[src/rtl/raster_pkg.sv]
package raster_pkg;

    localparam logic [31:0] GEOM_RESET  = 32'h0270_035F;
    localparam logic [31:0] SHAPE_RESET = 32'h07D6_A53F;
    localparam logic [31:0] GEOM_MASK   = 32'h03FF_03FF;
    localparam logic [31:0] SHAPE_MASK  = 32'h0000_0F7F;
    localparam logic [31:0] SCFG_MASK   = 32'h0000_03FF;
    localparam logic [31:0] PORCH_MASK  = 32'h0000_03FF;
    localparam logic [9:0]  RETRACE_END = 10'h02A;

    typedef enum logic [2:0] {
        SEL_GEOM   = 3'd0,
        SEL_SHAPE  = 3'd1,
        SEL_SCFG   = 3'd2,
        SEL_PORCH  = 3'd3,
        SEL_STATUS = 3'd4
    } reg_sel_e;

    typedef struct packed {
        logic [9:0] last_line;
        logic [9:0] last_pix;
        logic [3:0] vsync_lines;
        logic [6:0] hsync_code;
        logic       interlace;
        logic [9:0] porch_code;
    } timing_cfg_t;

    typedef struct packed {
        logic [9:0] pix;
        logic [9:0] line;
        logic       field;
    } raster_pos_t;

    typedef struct packed {
        logic vsync_off;
        logic hsync_off;
        logic active;
    } sync_flags_t;

    function automatic logic [11:0] hsync_clocks(input logic [6:0] code);
        return ({5'd0, code} + 12'd1) << 1;
    endfunction

    function automatic logic [11:0] porch_clocks(input logic [9:0] code);
        return {2'd0, code} + 12'd1;
    endfunction

    function automatic logic [31:0] pack_status(input raster_pos_t p, input sync_flags_t f);
        return {18'd0, f.vsync_off, f.hsync_off, f.active, p.field, p.line};
    endfunction

endpackage

[src/rtl/raster_regs.sv]
module raster_regs
    import raster_pkg::*;
(
    input  logic        clk,
    input  logic        rst,
    input  logic        wr_en,
    input  logic [2:0]  wr_sel,
    input  logic [31:0] wr_data,
    output logic [31:0] geom_q,
    output logic [31:0] shape_q,
    output logic [31:0] scfg_q,
    output logic [31:0] porch_q,
    output timing_cfg_t cfg,
    output logic        restart
);

    always_ff @(posedge clk) begin
        if (rst) begin
            geom_q  <= GEOM_RESET & GEOM_MASK;
            shape_q <= SHAPE_RESET & SHAPE_MASK;
            scfg_q  <= '0;
            porch_q <= '0;
        end else if (wr_en) begin
            case (wr_sel)
                SEL_GEOM:  geom_q  <= wr_data & GEOM_MASK;
                SEL_SHAPE: shape_q <= wr_data & SHAPE_MASK;
                SEL_SCFG:  scfg_q  <= wr_data & SCFG_MASK;
                SEL_PORCH: porch_q <= wr_data & PORCH_MASK;
                default: ;
            endcase
        end
    end

    always_comb begin
        cfg.last_line   = geom_q[25:16];
        cfg.last_pix    = geom_q[9:0];
        cfg.vsync_lines = shape_q[11:8];
        cfg.hsync_code  = shape_q[6:0];
        cfg.interlace   = scfg_q[4];
        cfg.porch_code  = porch_q[9:0];
    end

    assign restart = wr_en && (wr_sel == SEL_GEOM);

endmodule

[src/rtl/raster_counter.sv]
module raster_counter
    import raster_pkg::*;
#(
    parameter int FRAME_W = 16
) (
    input  logic               clk,
    input  logic               rst,
    input  timing_cfg_t        cfg,
    input  logic               restart,
    output raster_pos_t        pos,
    output logic               frame_start,
    output logic [FRAME_W-1:0] frame_count
);

    logic end_of_line;
    logic end_of_frame;
    logic [9:0] line_inc;
    logic enter_retrace_end;

    assign end_of_line       = (pos.pix == cfg.last_pix);
    assign end_of_frame      = (pos.line == cfg.last_line);
    assign line_inc          = pos.line + 10'd1;
    assign enter_retrace_end = end_of_line && !end_of_frame && (line_inc == RETRACE_END);

    always_ff @(posedge clk) begin
        if (rst) begin
            pos         <= '0;
            frame_start <= 1'b0;
            frame_count <= '0;
        end else if (restart) begin
            pos.pix     <= '0;
            pos.line    <= '0;
            frame_start <= 1'b0;
        end else begin
            frame_start <= enter_retrace_end;
            if (enter_retrace_end) begin
                frame_count <= frame_count + 1'b1;
            end
            if (end_of_line) begin
                pos.pix <= '0;
                if (end_of_frame) begin
                    pos.line  <= '0;
                    pos.field <= pos.field ^ cfg.interlace;
                end else begin
                    pos.line <= line_inc;
                end
            end else begin
                pos.pix <= pos.pix + 10'd1;
            end
        end
    end

endmodule

[src/rtl/raster_status.sv]
module raster_status
    import raster_pkg::*;
#(
    parameter int BACK_PORCH = 54
) (
    input  raster_pos_t  pos,
    input  timing_cfg_t  cfg,
    output logic [31:0]  status
);

    localparam logic [11:0] BP = 12'(BACK_PORCH);

    logic [11:0] pix_w;
    logic [11:0] line_len;
    logic        parity_match;
    logic        in_vsync;
    sync_flags_t flags;

    assign pix_w        = {2'd0, pos.pix};
    assign line_len     = {2'd0, cfg.last_pix} + 12'd1;
    assign parity_match = (pos.line[0] == pos.field);
    assign in_vsync     = (pos.line < {6'd0, cfg.vsync_lines});

    always_comb begin
        flags = '0;
        if (parity_match) begin
            flags.hsync_off = (pix_w > hsync_clocks(cfg.hsync_code));
            if (!in_vsync) begin
                flags.vsync_off = 1'b1;
                flags.active    = (pix_w > porch_clocks(cfg.porch_code));
            end
        end else begin
            flags.hsync_off = 1'b1;
            if (!in_vsync) begin
                flags.vsync_off = 1'b1;
                flags.active    = ((pix_w + BP) < line_len);
            end
        end
    end

    assign status = pack_status(pos, flags);

endmodule

[src/rtl/raster_sync_gen.sv]
module raster_sync_gen
    import raster_pkg::*;
#(
    parameter int FRAME_W    = 16,
    parameter int BACK_PORCH = 54
) (
    input  logic               clk,
    input  logic               rst,
    input  logic               wr_en,
    input  logic [2:0]         wr_sel,
    input  logic [31:0]        wr_data,
    input  logic [2:0]         rd_sel,
    output logic [31:0]        rd_data,
    output logic [31:0]        status_word,
    output logic               frame_start,
    output logic [FRAME_W-1:0] frame_count
);

    logic [31:0] geom_q, shape_q, scfg_q, porch_q;
    timing_cfg_t cfg;
    logic        restart;
    raster_pos_t pos;

    raster_regs u_regs (
        .clk     (clk),
        .rst     (rst),
        .wr_en   (wr_en),
        .wr_sel  (wr_sel),
        .wr_data (wr_data),
        .geom_q  (geom_q),
        .shape_q (shape_q),
        .scfg_q  (scfg_q),
        .porch_q (porch_q),
        .cfg     (cfg),
        .restart (restart)
    );

    raster_counter #(.FRAME_W(FRAME_W)) u_counter (
        .clk         (clk),
        .rst         (rst),
        .cfg         (cfg),
        .restart     (restart),
        .pos         (pos),
        .frame_start (frame_start),
        .frame_count (frame_count)
    );

    raster_status #(.BACK_PORCH(BACK_PORCH)) u_status (
        .pos    (pos),
        .cfg    (cfg),
        .status (status_word)
    );

    always_comb begin
        case (rd_sel)
            SEL_GEOM:   rd_data = geom_q;
            SEL_SHAPE:  rd_data = shape_q;
            SEL_SCFG:   rd_data = scfg_q;
            SEL_PORCH:  rd_data = porch_q;
            SEL_STATUS: rd_data = status_word;
            default:    rd_data = '0;
        endcase
    end

endmodule

[config.mk]
export PLATFORM = sky130hd
export DESIGN_NAME = raster_sync_gen
export DESIGN_NICKNAME = d
export VERILOG_FILES = /design/src/rtl/raster_pkg.sv /design/src/rtl/raster_regs.sv /design/src/rtl/raster_counter.sv /design/src/rtl/raster_status.sv /design/src/rtl/raster_sync_gen.sv
export SDC_FILE = /design/constraint.sdc
export NUM_CORES = 1
export LEC_CHECK = 0
export BUFFER_PORTS_ARGS = -buffer_cell sky130_fd_sc_hd__buf_4
export CAP_MARGIN = 20
export CORE_ASPECT_RATIO = 0.6
export CORE_MARGIN = 2
export CORE_UTILIZATION = 44
export CTS_CLUSTER_SIZE = 12
export DETAILED_ROUTE_END_ITERATION = 12
export GPL_ROUTABILITY_DRIVEN = 0
export PLACE_DENSITY_LB_ADDON = 0.3
export SYNTH_ARGS = -nofsm -noshare
export SYNTH_HDL_FRONTEND = slang
export SYNTH_SLANG_ARGS = --single-unit
[constraint.sdc]
create_clock -name clk -period 2.9 [get_ports clk]
set_input_delay 0.58 -clock clk [delete_from_list [all_inputs] [get_ports clk]]
set_output_delay 0.58 -clock clk [all_outputs]
set_load 0.005 [all_outputs]
Word level (Yosys, flattened, before mapping)
Index checks and enable logic that the tools add are counted.
{"block": "totals", "memories": 0, "latchBits": 0, "wordCells": 53, "out_inout_bits": 81, "mem_bits_rw": 0, "rom_bits": 0, "reg_bits": 89}
{"block": "classes", "eq_ne": 11, "multipliers": 0, "n_mux": 6, "addsub": 7, "n_lt_le_gt_ge": 4, "shifts": 0, "n_bitwise": 2, "reduce_logical": 14, "n_div": 0}
{"cell": "$pmux W26 S5", "count": 1}
{"cell": "$gt A10 B12 Y1", "count": 2}
{"cell": "$add A10 B1 Y11 const B", "count": 2}
{"cell": "$add A10 B1 Y10 const B", "count": 2}
{"cell": "$eq A10 B10 Y1", "count": 2}
{"cell": "$add A16 B1 Y16 const B", "count": 1}
{"cell": "$eq A3 B2 Y1 const B", "count": 4}
{"cell": "$lt A12 B12 Y1", "count": 1}
{"cell": "$add A10 B6 Y11 const B", "count": 1}
{"cell": "$eq A10 B6 Y1 const B", "count": 1}
{"cell": "$lt A10 B4 Y1", "count": 1}
{"cell": "$mux W10", "count": 1}
{"cell": "$reduce_and A2 Y1", "count": 5}
{"cell": "$add A7 B1 Y8 const B", "count": 1}
{"cell": "$eq A3 B1 Y1 const B", "count": 2}
{"cell": "$logic_not A3 Y1", "count": 2}
{"cell": "$eq A3 B3 Y1 const B", "count": 1}
{"cell": "$logic_and A1 B1 Y1", "count": 3}
{"cell": "$mux W1", "count": 3}
{"cell": "$reduce_and A3 Y1", "count": 1}
{"cell": "$reduce_or A3 Y1", "count": 1}
{"cell": "$mux W2", "count": 1}
{"cell": "$reduce_or A2 Y1", "count": 1}
{"cell": "$eq A1 B1 Y1", "count": 1}
{"cell": "3 further kinds", "count": 3}

Longest topological paths before layout
Gate-level depths: netlist of the first run.
{"block": "depth", "ltp_word": 5, "mapped_depth": 12}

Modules after synthesis
From an unflattened synthesis of the first run, not the netlist that was laid out.
{"block": "hier_totals", "hier_cells": 944, "hier_area_um2": 7966.4}
{"mod": "raster_regs", "cells_each": 323, "area_per_inst_um2": 2994.1, "n_inst": 1}
{"mod": "raster_counter", "cells_each": 264, "area_per_inst_um2": 2160.8, "n_inst": 1}
{"mod": "raster_status", "cells_each": 199, "area_per_inst_um2": 1471.4, "n_inst": 1}
{"mod": "raster_sync_gen", "cells_each": 158, "area_per_inst_um2": 1340.0, "n_inst": 1}

Least setup slack after synthesis of the first run
Ideal clock, no wire load.
{"block": "synth_path", "kind": "register -> output", "from": "reg u_counter.pos[13] (netlist name)", "to": "out status_word[11]", "n_path_buf": 0, "path_slack_ns": 0.030, "t_arrival_ns": 2.290, "stages_incl_launch_ff": 12, "path_cell_list": "dfxtp_1 inv_1 ha_1 o21ai_0 nand4_1 xnor2_1 ha_1 a21o_1 a211oi_1 o211ai_1 o21ai_0 and2_1"}
{"block": "synth_between", "elab_chain_cells": 4, "elab_cells_between_ends": 6, "classes_between": "1 x add/sub; 2 x order compare; 3 x mux"}
{"element": "$add A10 B6 Y11", "line_no": "raster_status.sv:36", "text": "flags.active = ((pix_w + BP) < line_len);"}
{"element": "$lt A12 B12 Y1", "line_no": "raster_status.sv:36"}
{"element": "$mux W1", "line_no": "raster_status.sv:34", "text": "if (!in_vsync) begin"}
{"element": "$mux W2 (*)", "line_no": "raster_status.sv:26", "text": "if (parity_match) begin"}
{"element": "end: declaration", "line_no": "raster_sync_gen.sv:14", "text": "output logic [31:0] status_word,"}
Mark *: on every way between the ends. The rest lies on a longest branch, timed or not.

Worst setup path in the final report of the first run
{"block": "layout_path", "from": "reg u_regs.porch_q[0]", "to": "out status_word[11]"}
{"block": "layout_between", "elab_chain_cells": 4}
{"element": "start: declaration", "line_no": "raster_regs.sv:12", "text": "output logic [31:0] porch_q,"}
{"element": "start signal: assignment", "line_no": "raster_regs.sv:28", "text": "SEL_PORCH: porch_q <= wr_data & PORCH_MASK;"}
{"element": "$add A10 B1 Y11", "line_no": "raster_pkg.sv:45", "text": "return {2'd0, code} + 12'd1;"}
{"element": "$gt A10 B12 Y1", "line_no": "raster_status.sv:30", "text": "flags.active = (pix_w > porch_clocks(cfg.porch_code));"}
{"element": "$mux W1", "line_no": "raster_status.sv:28", "text": "if (!in_vsync) begin"}
{"element": "$mux W2", "line_no": "raster_status.sv:26"}
No other way between the ends.

==> run metrics, run 1 <==
status finished, violations left; failing checks negative setup slack; Total Die Area 15000 um2; Filler cells 1259; Worst-Skew Late Latency 0.35 ns; Final Slew Violations 0; final critical-path share of the clock period 1.13; setup slack, reg-to-reg between 0.15 and 0.2 ns; number of synthesized flops with an enable pin 0; I/O pin count 122; slew margin rel. 0.451; cts hold-fix bufs 0; RSZ-0062 raised after global routing true; vias post-DR 6058; global-route wire length before repair 30.5 mm; max frequency 306 MHz; Mapped Area 6150 um2; vias in the first global route approximately 5500; Max-cap violations 0; type of origin of the critical path register; Layout Skew 0.00657 ns; DRT Pass-1 Iters 6; Setup-failing EPs final 2; Avg Synthesized Cell Area 7.79 um2; dominant synthesized flop cell dfxtp_1; PortBufs 85; register area share after synthesis 0.290; CP max-delay cell dfxtp_4; Power Density 385 nW/um2; clock root cell clkbuf_16; crit path DAT 2.69 ns; crit path max fanout 3; setup TNS -0.732 ns; row count 33; Hold Path Sink u_regs.shape_q[10]; WL/cell roughly 18 um; antenna violations before repair 0; CORE AREA 13700 um2; grt ovf 0; HPWL Detailed 14.7 mm; Critical R2R Launch u_counter.pos[1]; P&R area growth vs syn 26.2%; top post-synthesis cells by area dfxtp_1 (29%), ha_1 (8.3%), nand2_1 (6.7%); Tot GR Track Use 0.269; Max IR drop VDD around 0.23 mV; worst setup margin -0.367 ns; CP cell instances ha_4 > nand2_2 > nor2_2 > nand3_1 > xor2_1 > ha_1 > and3_4 > nand4_1 > buf_4 > o211ai_1 > o21ai_2 > and2_1 > buf_4; Leak 0.00334 uW; hold_ws 0.437 ns; Worst R2R End u_counter.frame_count[13]; Hold WC Path Type input pin to register; Synth warnings 0; Routed Wire Length about 20 mm; DR iter-0 viols ~640; Hold Fails Final Rpt 0; top cell type by total area after synthesis dfxtp_1; pin count of the biggest net entering global routing between 70 and 80; antenna viol nets, final 0; Worst R2R Path Depth 6; starting density of the core 0.450; critical path type register to output port; Syn Inst Count 789; Synth async-reset ratio 0; overall die height about 96 um; ant diodes 0; TritonCTS Buffers 9; post-layout min period 3.27 ns; pre-CTS setup slack -0.333 ns; most used cell, CP buf_4; pin slew with the least headroom to its limit 0.824 ns; #FFs+latches synth 89; Multi-input gate area 4090 um2; Die Wd 157 um; Netlist cell types 49; Hold Crit Start wr_data[10]; hold depth 2; htree depth 3; # DRC 0; Clock transition at path regs approximately 0.070 ns; Avg Vias per Cell 5.51; crit end category output port; fraction of layout cells with a size suffix above 1 0.244; final core area utilization 0.567; Worst EP required 2.32 ns; clk buf depth 2; worst stage delay on the critical path around 0.37 ns; Yosys top cell area share 0.290; Sequential cell area approximately 1800 um2; clk sink count just under 90; CTS tree done; Nets 985
==> through the flow <==
stage                     power [uW]  instance area, um2  std cells
final                           2990                7750       1100
after global routing            3110                7750       1100
after CTS                       2970                7660       1097
after detailed placement        1710                7170       1076
after global placement          1700                7170       1076
after floorplan                 1550                6240        814
==> power breakdown <==
group	total, uW	switching (uW)	leakage [uW]	internal (uW)
sequential	1260	20.6	0.000722	1240
clock	1260	503	0.000146	754
combinational	466	255	0.00248	211
total	2990	779	0.00334	2210
==> sequential cells by signal, indices dropped and copies added (netlist names) <==
signal and flops:
u_counter.pos 21, u_regs.geom_q 20, u_counter.frame_count 16, u_regs.shape_q 11, u_regs.porch_q 10, u_regs.scfg_q 10
u_counter.frame_start 1
==> Yosys cell counts (all sizes together) (2+ instances only) <==
master  number
nand2      109
o31ai        8
nand4       13
xnor2       23
o211a        2
nor2        56
or4b         2
clkbuf      36
nor3        14
a21oi       68
a21o         9
mux2i       22
mux2         2
nand4b       4
and3        12
inv         20
ha          41
nand2b       6
nor2b       15
and2        14
nand3       42
o41ai        5
or4          9
nor4         6
a31oi        8
o21a         4
and4         6
o21ai       13
xor2        37
dfxtp       89
o22ai       10
nand3b      13
o211ai       5
buf         48
a211o       10
==> placed cells by master (no fill, tap or decap), types with 6 or more instances in the layout <==
master,netlist,final
a31oi_1,8,8
clkbuf_16,0,9
nand3b_1,13,13
and2_1,14,14
o21ai_0,12,6
nand4_1,12,12
nand2b_1,6,6
nor2b_1,15,13
a211o_1,10,10
xnor2_1,23,22
nand2_1,109,106
o31ai_1,8,7
and3_1,12,11
and4_1,6,6
ha_1,41,36
o22ai_1,10,10
nor4_1,6,6
nand3_1,42,40
mux2i_1,22,22
nor3_1,14,14
nor2_1,56,50
or4_1,9,9
a21oi_1,68,63
dfxtp_1,89,81
a21o_1,9,9
xor2_1,37,37
inv_1,20,19
buf_4,39,159
conb_1,1,26
==> worst max-delay path: cells and delay by family (launching register included) <==
kind | cells | cell delay (ns)
AO/OA/AOI/OAI | 2 | 0.33
flip-flops | 1 | 0.37
AND/OR/NAND/NOR | 6 | 0.74
buffers and inverters | 2 | 0.29
XOR/XNOR | 1 | 0.16
adder cells (fa/ha/maj) | 2 | 0.45
==> logic make-up after synthesis <==
logic type	Yosys count	synth area share
and+or+nand+nor	325	0.266
AOI/OAI and AO/OA	145	0.145
buffers and inverters	104	0.0906
DFF	89	0.290
xor gates and xnor gates	60	0.0855
adders and majority gates	41	0.0835
muxes	24	0.0395
other	1	0.000610
==> worst max-delay path by stage <==
stage / start / endpoint / slack [ns] / depth (start not counted)
floorplan: u_counter.pos[13] / status_word[11] / 0.03 / 11
global placement: u_regs.porch_q[1] / status_word[11] / -0.26 / 13
detailed placement: u_regs.porch_q[1] / status_word[11] / -0.33 / 13
CTS: u_regs.porch_q[1] / rd_data[11] / -0.35 / 12
global route: u_regs.porch_q[0] / rd_data[11] / -0.47 / 13
finish: u_regs.porch_q[0] / status_word[11] / -0.37 / 13
==> area by class of cell <==
class,instances,share of cell area
Timing Repair Buffer,162,0.159
Clock inverter,5,0.0103
Sequential cell,89,0.232
Multi-Input combinational cell,621,0.527
Inverter,20,0.00968
Tap cell,192,0.0310
Clock buffer,11,0.0300
==> metal layers <==
layer	routed length [um]	track usage	vias to the layer above
met4	200	0.0543	0
met3	2220	0.0818	17
met2	7530	0.360	303
li1	-	-	2926
met1	9950	0.415	2812
met5	0	0	-
==> repair_timing <==
action                                  CTS  global route
gates resized for setup                  36            23
pin swaps                                25            29
setup buffers                             6             3
endpoints found under the setup margin    4            14
Note: power is estimated with default switching activity, not from simulation.
==> run 2: changes to the inputs <==
Settings changed: CORE_UTILIZATION 44 to 45.
==> run metrics, run 2 (synthesis gave the netlist of run 1 again) <==
Sw Ratio 0.293; most common cell after layout, fill and taps aside buf_4; Leak 0.00335 uW; cts hold-fix bufs 0; critical path type register to output port; clock share of power 0.406; Biggest register u_counter.pos; CP cell instances buf_4 > nand2_2 > nor2_4 > nand3_2 > xor2_1 > ha_1 > and3_4 > nor2b_4 > a2111oi_4 > o21ai_2 > a21o_1 > buf_6; Routed Wire Length 19.7 mm; Gate power share 0.161; Hold Fails Final Rpt 0; DR iter-0 viols 626; clk buf depth 2; row count 33; TritonCTS Buffers 9; crit end category output port; Highest Signal Layer met4; CTS tree done; met2 routed WL around 7.4 mm; Hold WC Path Type input pin to register; crit path max fanout 3; pin slew with the least headroom to its limit 0.804 ns; Die Wd 155 um; Clock transition at path regs 0.07 ns; Total Die Area 14600 um2; Final Slew Violations 0; worst stage delay on the critical path 0.37 ns; CORE AREA ~14000 um2; Buf/Inv on CP 2; CP max-delay cell a2111oi_4; HPWL Detailed around 15 mm; vias in the first global route 5272; ant diodes 0; Worst-Skew Late Latency 0.36 ns; clock root cell clkbuf_16; Avg Vias per Cell 5.62; Seq pwr share 0.433; max reg flops 21; Stages on worst setup path 12; P&R area growth vs syn 25.3%; post-layout min period 3.26 ns; Nets a little under 1000; Worst R2R End u_counter.frame_count[14]; setup slack, reg-to-reg 0.17 ns; final critical-path share of the clock period 1.12; Worst EP required 2.32 ns; global-route wire length before repair 30.3 mm; internal power 2060 uW; htree depth 3; status finished, violations left; max frequency between 300 and 400 MHz; Max-cap violations 0; Placed Cells 1061; Net Switching ~850 uW; DR WL met3 approximately 2.2 mm; failing checks negative setup slack; most frequent cells in the layout buf_4 (158), nand2_1 (106), dfxtp_1 (79); fraction of layout cells with a size suffix above 1 0.251; antenna violations before repair 0; WL/cell 18.2 um; Tot GR Track Use 0.271; grt ovf 0; final core area utilization 0.570; worst setup margin -0.356 ns; Layout Skew 0.00862 ns; DRT Pass-1 Iters 5; PortBufs 85; starting density of the core 0.455; I/O pin count roughly 120; antenna viol nets, final 0; met1 WL between 10 and 15 mm; type of origin of the critical path register; Critical R2R Launch u_counter.pos[5]; pin count of the biggest net entering global routing 74; crit path DAT 2.68 ns; crit path to rd_data[11]; Setup-failing EPs final 2; clk sink count 89; Power Density 379 nW/um2; Max IR drop VDD 0.219 mV; Worst R2R Path Depth 7; slew margin rel. 0.464; pre-CTS setup slack -0.311 ns; vias post-DR 6077; RSZ-0062 raised after global routing true; overall die height 94.5 um; Layout Cells excl Fill about 1100; # DRC 0; biggest regs u_counter.pos (21), u_regs.geom_q (20), u_counter.frame_count (16); crit path from u_regs.porch_q[1]; crit-path leading delay family compound AO/OA/AOI/OAI gates
[run 2: worst min path at each step]
stage | startpoint | to | depth (start not counted)
4_1_cts | wr_data[22] | u_regs.geom_q[22] | 3
6_report | wr_data[10] | u_regs.shape_q[10] | 2
3_5_place_dp | u_regs.scfg_q[1] | u_regs.scfg_q[1] | 2
5_1_grt | wr_data[10] | u_regs.shape_q[10] | 2
2_1_floorplan | u_regs.scfg_q[0] | u_regs.scfg_q[0] | 2
3_3_place_gp | u_regs.scfg_q[1] | u_regs.scfg_q[1] | 2
[run 2: per-layer routing]
metal | track usage | vias to the layer above
li1 | - | 2930
met1 | 0.441 | 2838
met2 | 0.345 | 295
met3 | 0.0702 | 14
met4 | 0.0502 | 0
met5 | 0 | -
[run 2: final cells by class]
| class | instances | area (um2) |
|---|---|---|
| repair buffers | 161 | 1220 |
| inverters | 20 | 75.1 |
| multi-input cells | 621 | 4090 |
| well taps | 175 | 219 |
| clock buffers | 9 | 225 |
| fillers | 1223 | 5800 |
| clock inverters | 7 | 68.8 |
| flip-flops and latches | 89 | 1800 |
[run 2: power groups by stage]
stage	Combinational, uW	Clock (uW)	Sequential, uW
floorplan	262	0	1290
global placement	413	0	1290
detailed placement	421	0	1290
CTS	449	1200	1260
global route	511	1250	1260
finish	470	1180	1260
[run 2: timing repair]
action | CTS | global route
buffers inserted | 4 | 1
pin swaps | 31 | 23
gates resized for setup | 49 | 15
endpoints found under the setup margin | 4 | 4
hold endpoints to repair | 0 | 0
[run 2: through the flow]
step           setup TNS, ns  hold WS [ns]  cell area (um2)  power [uW]
6_report              -0.699         0.430             7700        2920
5_1_grt                -1.14         0.430             7700        3030
4_1_cts               -0.745         0.422             7640        2910
3_5_place_dp          -0.584         0.447             7150        1710
3_3_place_gp          -0.414         0.443             7150        1700
2_1_floorplan              0         0.436             6240        1550
==> run 3: changes to the inputs <==
Settings changed: CELL_PAD_IN_SITES_DETAIL_PLACEMENT from default to 2, CELL_PAD_IN_SITES_GLOBAL_PLACEMENT from default to 2, CORE_UTILIZATION 45 to 29.
==> run metrics, run 3 (synthesis gave the netlist of run 1 again) <==
P&R area growth vs syn 30.6%; Routed Wire Length 26.8 mm; PortBufs 85; Sequential cell area 1810 um2; Nets 997; fraction of layout cells with a size suffix above 1 0.265; RSZ-0062 raised after global routing true; global-route wire length before repair 39.6 mm; worst setup margin -0.519 ns; Gate power share 0.165; Final Slew Violations 0; Worst EP required 2.32 ns; clock root cell clkbuf_16; Worst R2R Path Depth 7; Leak 0.00343 uW; Layout Skew ~0.0083 ns; setup TNS -1.03 ns; DRT Pass-1 Iters 4; Hold WC Path Type input pin to register; Setup-failing EPs final 3; Multi-input gate area between 4000 and 5000 um2; total power roughly 3100 uW; Max-cap violations 0; worst stage delay on the critical path 0.34 ns; htree depth 3; Total Die Area 22400 um2; cts hold-fix bufs 0; biggest regs u_counter.pos (21), u_regs.geom_q (20), u_counter.frame_count (16); Sw Ratio 0.283; crit end category output port; CP cell instances inv_2 > ha_4 > o21ai_2 > buf_6 > nand4_1 > xnor2_1 > ha_1 > nand3_2 > a211o_1 > o211ai_1 > o21ai_2 > a21o_1 > buf_6; Power Density about 390 nW/um2; Biggest register u_counter.pos; crit path max fanout 3; most frequent cells in the layout buf_4 (168), nand2_1 (105), dfxtp_1 (78); WL/cell 22.4 um; DR iter-0 viols 457; pin count of the biggest net entering global routing 74; Seq pwr share 0.406; TritonCTS Buffers 9; clock share of power 0.428; CP max-delay cell dfxtp_2; I/O pin count 122; slew margin rel. 0.432; overall die height approximately 120 um; ant diodes 0; internal power 2230 uW; clk sink count 89; post-layout min period 3.42 ns; Tot GR Track Use 0.239; most common cell after layout, fill and taps aside buf_4; # DRC 0; hold_ws 0.420 ns; Die Wd 192 um; status finished, violations left; Max IR drop VDD 0.356 mV; max reg flops 21; antenna violations before repair 0; vias post-DR 6258; pin slew with the least headroom to its limit 0.853 ns; final critical-path share of the clock period 1.18; antenna viol nets, final 0; max frequency 292 MHz; vias in the first global route ~6400; crit path DAT approximately 2.8 ns; Clock transition at path regs 0.07 ns; Net Switching 881 uW; grt ovf 0; CORE AREA 20900 um2; CTS tree done; Avg Vias per Cell 5.22; Hold Fails Final Rpt 0; HPWL Detailed between 20 and 25 mm; Filler cells between 2000 and 2500; failing checks negative setup slack; type of origin of the critical path register; hold depth 2; starting density of the core 0.294; critical path type register to output port; clk buf depth 2; Worst-Skew Late Latency 0.37 ns; row count 41; final core area utilization 0.384
==> run 3: changes by cell type in the layout (fill, tap and decap cells not counted), moves of 2 or more <==
| cell | delta |
|---|---|
| buf_4 | +10 |
| buf_6 | +3 |
| bufinv_16 | +2 |
| inv_8 | -3 |
| nand2_4 | +2 |
| nand3_1 | -3 |
| nand3_4 | +2 |
| nor2_1 | -2 |
| nor2_4 | +3 |
| o21ai_1 | +2 |
==> run 3: cell type report <==
class,count,share of cell area
multi-input cells,621,0.517
flip-flops and latches,89,0.225
clock inverters,6,0.0112
well taps,279,0.0435
inverters,20,0.00935
clock buffers,10,0.0285
repair buffers,174,0.166
==> run 3: worst paths after layout <==
kind	startpoint	endpoint	slack (ns)
hold reg to reg	u_regs.scfg_q[0]	u_regs.scfg_q[0]	0.46
setup reg to reg	u_counter.pos[4]	u_counter.frame_count[14]	0.20
hold / removal	wr_data[10]	u_regs.shape_q[10]	0.42
setup / recovery	u_counter.pos[12]	rd_data[11]	-0.52
==> run 3: critical path: cells and delay by family, from the launching register on <==
kind / cells / cell delay, ns
compound gates: 5 / 0.99
fa+ha+maj: 2 / 0.49
flops: 1 / 0.34
buf+inv: 3 / 0.30
simple gates: 2 / 0.21
xor+xnor: 1 / 0.16
==> run 3: power groups by stage <==
stage / Sequential (uW) / Clock, uW / Combinational, uW
floorplan: 1290 / 0 / 262
global placement: 1290 / 0 / 442
detailed placement: 1290 / 0 / 454
CTS: 1260 / 1360 / 485
global route: 1270 / 1410 / 557
finish: 1260 / 1330 / 514
==> run 3: metrics by stage <==
stage          cell area (um2)  instances  setup slack [ns]
2_1_floorplan             6240        814            0.0302
3_3_place_gp              7370       1176            -0.268
3_5_place_dp              7370       1176            -0.371
4_1_cts                   7850       1195            -0.475
5_1_grt                   8030       1199            -0.583
6_report                  8030       1199            -0.519
==> run 3: repair_timing <==
item | in CTS | in global routing
pin swaps | 29 | 22
endpoints found under the setup margin | 4 | 4
resized for setup | 43 | 34
buffers inserted | 3 | 4
==> run 3: metal layers <==
metal  wire length, um  part of all wire  vias to the layer above  global-route usage
met5                 0                 0                        -                   0
met4               239            0.0089                        0              0.0415
met2             10700              0.40                      155               0.336
met1             14500              0.54                     3137               0.374
li1                  -                 -                     2954                   -
met3              1330             0.050                       12              0.0474
